`src/rtl/adcfg_pkg.sv`:
```
package adcfg_pkg;
  localparam int FRAME_W = 24;
  localparam int ADDR_W  = 13;
  localparam int DATA_W  = 8;

  localparam logic              DIR_WRITE   = 1'b0;
  localparam logic [1:0]        WLEN_ONE    = 2'b00;
  localparam logic [ADDR_W-1:0] ADDR_FORMAT = 13'h014;
  localparam logic [ADDR_W-1:0] ADDR_COMMIT = 13'h0FF;
  localparam logic [DATA_W-1:0] COMMIT_VAL  = 8'h01;

  typedef enum logic [1:0] {E_IDLE, E_LOW, E_HIGH, E_TAIL} eng_state_t;
  typedef enum logic [2:0] {S_BOOT, S_ISSUE, S_WAIT, S_GAP, S_FIN} seq_state_t;

  function automatic logic [FRAME_W-1:0] make_frame(input logic [ADDR_W-1:0] a,
                                                    input logic [DATA_W-1:0] d);
    return {DIR_WRITE, WLEN_ONE, a, d};
  endfunction
endpackage

```
`src/rtl/adcfg_sclk_div.sv`:
```
module adcfg_sclk_div #(
  parameter int HALF_DIV = 4
) (
  input  logic clk,
  input  logic rst_n,
  input  logic run,
  output logic tick
);
  localparam int CW = (HALF_DIV > 1) ? $clog2(HALF_DIV) : 1;
  localparam logic [CW-1:0] LAST = CW'(HALF_DIV - 1);

  logic [CW-1:0] cnt;

  always_ff @(posedge clk or negedge rst_n) begin
    if (!rst_n)                   cnt <= '0;
    else if (!run || cnt == LAST) cnt <= '0;
    else                          cnt <= cnt + 1'b1;
  end

  assign tick = run && (cnt == LAST);
endmodule

```
`src/rtl/adcfg_spi_wr.sv`:
```
module adcfg_spi_wr
  import adcfg_pkg::*;
#(
  parameter int HALF_DIV = 4
) (
  input  logic               clk,
  input  logic               rst_n,
  input  logic               start,
  input  logic [FRAME_W-1:0] frame,
  output logic               csn,
  output logic               sclk,
  output logic               sdo,
  output logic               sdo_oe,
  output logic               frame_done
);
  localparam int BW = $clog2(FRAME_W);
  localparam logic [BW-1:0] LAST_BIT = BW'(FRAME_W - 1);

  eng_state_t         st;
  logic [FRAME_W-1:0] shreg;
  logic [BW-1:0]      bit_cnt;
  logic               tick;

  adcfg_sclk_div #(.HALF_DIV(HALF_DIV)) u_div (
    .clk  (clk),
    .rst_n(rst_n),
    .run  (st != E_IDLE),
    .tick (tick)
  );

  always_ff @(posedge clk or negedge rst_n) begin
    if (!rst_n) begin
      st         <= E_IDLE;
      csn        <= 1'b1;
      sclk       <= 1'b0;
      sdo        <= 1'b0;
      sdo_oe     <= 1'b0;
      shreg      <= '0;
      bit_cnt    <= '0;
      frame_done <= 1'b0;
    end else begin
      frame_done <= 1'b0;
      case (st)
        E_IDLE: if (start) begin
          csn     <= 1'b0;
          sdo_oe  <= 1'b1;
          sdo     <= frame[FRAME_W-1];
          shreg   <= {frame[FRAME_W-2:0], 1'b0};
          bit_cnt <= '0;
          st      <= E_LOW;
        end
        E_LOW: if (tick) begin
          sclk <= 1'b1;
          st   <= E_HIGH;
        end
        E_HIGH: if (tick) begin
          sclk <= 1'b0;
          if (bit_cnt == LAST_BIT) begin
            st <= E_TAIL;
          end else begin
            sdo     <= shreg[FRAME_W-1];
            shreg   <= {shreg[FRAME_W-2:0], 1'b0};
            bit_cnt <= bit_cnt + 1'b1;
            st      <= E_LOW;
          end
        end
        E_TAIL: if (tick) begin
          csn        <= 1'b1;
          sdo_oe     <= 1'b0;
          sdo        <= 1'b0;
          frame_done <= 1'b1;
          st         <= E_IDLE;
        end
        default: st <= E_IDLE;
      endcase
    end
  end
endmodule

```
`src/rtl/adcfg_seq.sv`:
```
module adcfg_seq
  import adcfg_pkg::*;
#(
  parameter int          GAP_CYCLES = 4,
  parameter logic [7:0]  FMT_VALUE  = 8'h40
) (
  input  logic               clk,
  input  logic               rst_n,
  input  logic               frame_done,
  output logic               start,
  output logic [FRAME_W-1:0] frame,
  output logic               busy,
  output logic               done
);
  localparam int NUM_ENTRIES = 2;
  localparam int IW = $clog2(NUM_ENTRIES);
  localparam logic [IW-1:0] LAST_IDX = IW'(NUM_ENTRIES - 1);
  localparam int GW = $clog2(GAP_CYCLES + 1);
  localparam logic [GW-1:0] GAP_LAST = GW'(GAP_CYCLES - 1);

  seq_state_t    st;
  logic [IW-1:0] idx;
  logic [GW-1:0] gap_cnt;

  // Table order is behaviour: the format write must precede the commit write.
  always_comb begin
    case (idx)
      IW'(0):  frame = make_frame(ADDR_FORMAT, FMT_VALUE);
      default: frame = make_frame(ADDR_COMMIT, COMMIT_VAL);
    endcase
  end

  assign start = (st == S_ISSUE);

  always_ff @(posedge clk or negedge rst_n) begin
    if (!rst_n) begin
      st      <= S_BOOT;
      idx     <= '0;
      gap_cnt <= '0;
      busy    <= 1'b0;
      done    <= 1'b0;
    end else begin
      case (st)
        S_BOOT: begin
          busy <= 1'b1;
          st   <= S_ISSUE;
        end
        S_ISSUE: st <= S_WAIT;
        S_WAIT: if (frame_done) begin
          if (idx == LAST_IDX) begin
            busy <= 1'b0;
            done <= 1'b1;
            st   <= S_FIN;
          end else begin
            idx     <= idx + 1'b1;
            gap_cnt <= '0;
            st      <= S_GAP;
          end
        end
        S_GAP: begin
          gap_cnt <= gap_cnt + 1'b1;
          if (gap_cnt == GAP_LAST) st <= S_ISSUE;
        end
        S_FIN:   st <= S_FIN;
        default: st <= S_BOOT;
      endcase
    end
  end
endmodule

```
`src/rtl/adcfg_spi_init.sv`:
```
module adcfg_spi_init
  import adcfg_pkg::*;
#(
  parameter int         HALF_DIV   = 4,
  parameter int         GAP_CYCLES = 4,
  parameter logic [7:0] FMT_VALUE  = 8'h40
) (
  input  logic clk,
  input  logic rst_n,
  output logic spi_csn,
  output logic spi_sclk,
  output logic spi_sdio,
  output logic spi_sdio_oe,
  output logic busy,
  output logic done
);
  logic               start;
  logic               frame_done;
  logic [FRAME_W-1:0] frame;

  adcfg_seq #(.GAP_CYCLES(GAP_CYCLES), .FMT_VALUE(FMT_VALUE)) u_seq (
    .clk       (clk),
    .rst_n     (rst_n),
    .frame_done(frame_done),
    .start     (start),
    .frame     (frame),
    .busy      (busy),
    .done      (done)
  );

  adcfg_spi_wr #(.HALF_DIV(HALF_DIV)) u_wr (
    .clk       (clk),
    .rst_n     (rst_n),
    .start     (start),
    .frame     (frame),
    .csn       (spi_csn),
    .sclk      (spi_sclk),
    .sdo       (spi_sdio),
    .sdo_oe    (spi_sdio_oe),
    .frame_done(frame_done)
  );
endmodule

```
`config.mk`:
```
export PLATFORM = sky130hd
export DESIGN_NAME = adcfg_spi_init
export DESIGN_NICKNAME = d
export VERILOG_FILES = /design/src/rtl/adcfg_pkg.sv /design/src/rtl/adcfg_sclk_div.sv /design/src/rtl/adcfg_spi_wr.sv /design/src/rtl/adcfg_seq.sv /design/src/rtl/adcfg_spi_init.sv
export SDC_FILE = /design/constraint.sdc
export NUM_CORES = 1
export LEC_CHECK = 0
export BUFFER_PORTS_ARGS = -buffer_cell sky130_fd_sc_hd__buf_2
export CORE_AREA = 2 2 76 97
export CTS_CLUSTER_DIAMETER = 80
export CTS_CLUSTER_SIZE = 10
export DETAILED_ROUTE_END_ITERATION = 12
export DIE_AREA = 0 0 78 99
export SKIP_LAST_GASP = 1
export SLEW_MARGIN = 20
export SYNTH_ARGS = -nofsm -noshare
export SYNTH_HDL_FRONTEND = slang
export SYNTH_SLANG_ARGS = --single-unit
```
`constraint.sdc`:
```
create_clock -name clk -period 4.49 [get_ports clk]
set_input_delay 0 -clock clk [delete_from_list [all_inputs] [get_ports clk]]
set_output_delay 0 -clock clk [all_outputs]
set_load 0.1 [all_outputs]
```
==> reports/qor.csv <==
stage,metric,value,unit
outcome,outcome,completed,
grt,number of global-route vias before repair,1263,
critical_path,Worst setup SP type,flop,
pwr,VDD IR max,0.145,mV
floorplan,FP Rows,34,
drt,initial detailed-routing violation count,120,
grt,GRT Util Overall,9.69,%
final_layout,Synth-to-Final Area Change,9.89,%
grt,initial antenna violation count,0,
drt,post-route ant nets,0,
logic_synthesis,synthesized cell area,2000,µm²
critical_path,Worst Path Required,4720,ps
critical_path,Setup CP Type,reg2reg,
logic_synthesis,top_reg_cell synth,dfrtp_1,
placement,# port buffers,7,
grt,pin count of the biggest net entering global routing,47,
timing,Final Hold Fails,0,
floorplan,die area,7720,µm²
final_layout,"Design Area, Final",2200,µm²
final_layout,nets,188,
cts,Max Buffers Root-to-Sink,2,
timing,RSZ-0062 raised after global routing,false,
placement,Placement Setup Slack,2560,ps
cts,CTS tree,yes,
critical_path,CP Capture Type,flop,
placement,placed cell area,2080,µm²
timing,final setup slack of the worst path,2540,ps
final_layout,share of layout cells above drive strength 1,11.5,%
timing,skew final,12.3,ps
floorplan,Die X,78,µm
timing,FMAX,0.514,GHz
logic_synthesis,Synth Net Count,182,
logic_synthesis,Post-Syn Instances,176,
floorplan,I/O pin count,8,
min_path,Hold/Removal Path Class,in2async,
cts,clk root buf,clkbuf_8,
pwr,PD cells,329,nW/µm²
placement,GP Congestion,0.734,
logic_synthesis,Synthesis Warnings,0,
cts,# H-tree levels,2,
drt,via count,1319,
logic_synthesis,Syn Area/Cell,11.4,µm²
timing,Pins Over Slew Limit,0,
critical_path,critical path data arrival time,2180,ps
cts,clock sinks,46,
logic_synthesis,"EDFF count, synth",0,
critical_path,"critical path fanouts, max",13,
cts,TritonCTS buffer count,5,
drt,Pre-antenna DRT Iters,4,
timing,final setup vio count,0,
floorplan,Initial Utilization,29.4,%
logic_synthesis,"flops & latches, synth",46,
drt,WL per Instance,12.3,µm
final_layout,Antenna Cells,0,
grt,wire length of the first global-routing pass,6000,µm
timing,Fin Setup TNS,0,ps
floorplan,Die Height,99,µm
timing,final worst path period share,43.3,%
timing,Worst Max-Slew Pin Slew,821,ps
cts,post-CTS resize count,0,
run,Max Cap Viol,0,
pwr,leak pwr,1.06,nW
timing,fin crit period,1950,ps
logic_synthesis,Post-synth ARST share,100,%
timing,Worst slew margin,45.1,%
drt,residual DRC count,0,
grt,Overflow after GRT,0,
timing,WHS,239,ps
floorplan,Core ar.,6810,µm²
cts,Worst-Skew Late Latency,300,ps
logic_synthesis,sequential area share after synthesis,57.7,%
cts,"Clk pin slew, worst setup/hold paths",90,ps
drt,final wirelength,3360,µm
logic_synthesis,"Distinct cells, synth",38,
placement,DP HPWL,2190,µm
drt,drt via density,4.83,
Yosys cell counts, types with 3 or more instances:
| master | n | share of area, % |
|---|---|---|
| o21ai_0 | 10 | 2.5 |
| ha_1 | 4 | 2.5 |
| nand2_1 | 23 | 4.3 |
| dfrtp_1 | 45 | 56 |
| a22o_1 | 14 | 6.1 |
| buf_2 | 4 | 1.0 |
| buf_6 | 4 | 2.3 |
| nor2_1 | 4 | 0.75 |
| a21oi_1 | 14 | 3.5 |
| a21o_1 | 6 | 2.3 |
| nand3_1 | 7 | 1.8 |
| inv_1 | 6 | 1.1 |
| nor2b_1 | 4 | 1.3 |
| o31ai_1 | 3 | 1.1 |
critical path, stage by stage, from the launching register on:
cell and delay, ps:
dfrtp_1 530, nor2b_4 320, nand2_2 120, nor2_1 650, a22o_1 260
where the power goes:
| part | total [W] | internal [W] | switching [W] |
|---|---|---|---|
| registers | 0.000414 | 0.000414 | 0 |
| logic | 0.00000876 | 0.00000115 | 0.00000761 |
| clock network | 0.000299 | 0.000167 | 0.000132 |
| total | 0.000722 | 0.000582 | 0.000140 |
cell type report:
cell class              instances  area (µm²)
inverters                       6        22.5
clock inverters                 1        30.0
repair buffers                  9        55.1
clock buffers                   7        76.3
flip-flops and latches         46        1150
fillers                       720        4610
well taps                      90         113
multi-input cells             114         747
registers in the layout, summed over array words and instances (netlist names):
name,count
u_wr.shreg,23
u_wr.bit_cnt,5
u_wr.sdo_oe,1
u_seq.done,1
u_seq.st,3
u_seq.busy,1
u_wr.st,2
u_wr.sclk,1
u_wr.frame_done,1
u_wr.sdo,1
u_wr.u_div.cnt,2
u_wr.csn,1
u_seq.gap_cnt,3
u_seq.idx,1
stage by stage:
step                      total power [W]  instances  util (%)
after floorplan                  0.000422        176         -
after global placement           0.000431        264      30.5
after detailed placement         0.000431        264      30.5
after CTS                        0.000731        273      32.2
after global routing             0.000753        273      32.3
final                            0.000722        273      32.3
cells by family after synthesis:
group | after synthesis | synth area share (%)
and+or+nand+nor | 48 | 12.3
muxes | 3 | 1.57
buffers and inverters | 16 | 4.95
DFF | 46 | 57.7
adders and majority gates | 4 | 2.50
AOI/OAI and AO/OA | 59 | 21.0
routing by layer:
| metal | routed length (µm) | global-route usage [%] | up-vias |
|---|---|---|---|
| met5 | 0 | 0 | - |
| met1 | 1610 | 12.8 | 644 |
| met3 | 118 | 2.47 | 7 |
| met4 | 66 | 4.45 | 0 |
| li1 | - | - | 647 |
| met2 | 1560 | 14.9 | 21 |
layout by cell type, fill, tap and decap left out, types with 2 or more instances in the layout:
cell	netlist	routed
nor3b_1	2	2
clkbuf_8	0	5
a21o_1	6	6
inv_1	6	6
o21ai_0	10	10
nand3_1	7	7
o31ai_1	3	3
buf_2	4	6
nor2_1	4	4
o22a_1	2	2
ha_1	4	4
clkbuf_1	1	2
a22o_1	14	14
nor2b_1	4	4
buf_4	1	2
a21oi_1	14	14
nand2_1	23	23
mux2i_1	2	2
nand2b_1	2	2
dfrtp_1	45	45
repair_timing:
item                                    CTS  global route
hold endpoints to repair                 45             0
hold buffers                              1             0
setup buffers                             0             0
endpoints found under the setup margin    0             0
worst paths after layout:
kind                            slack [ps]  cells after the start           endpoint               from
min in group clk                       440                      1  u_wr.u_div.cnt[0]  u_wr.u_div.cnt[0]
worst max-delay path                  2540                      4      u_wr.shreg[4]         u_wr.st[0]
worst min-delay path                   240                      2        u_seq.st[1]              rst_n
worst max register to register        2540                      4      u_wr.shreg[4]         u_wr.st[0]
max in group asynchronous             3860                      2     u_wr.shreg[12]              rst_n
worst min register to register         440                      1  u_wr.u_div.cnt[0]  u_wr.u_div.cnt[0]
Power figures use the tool's default switching activity.
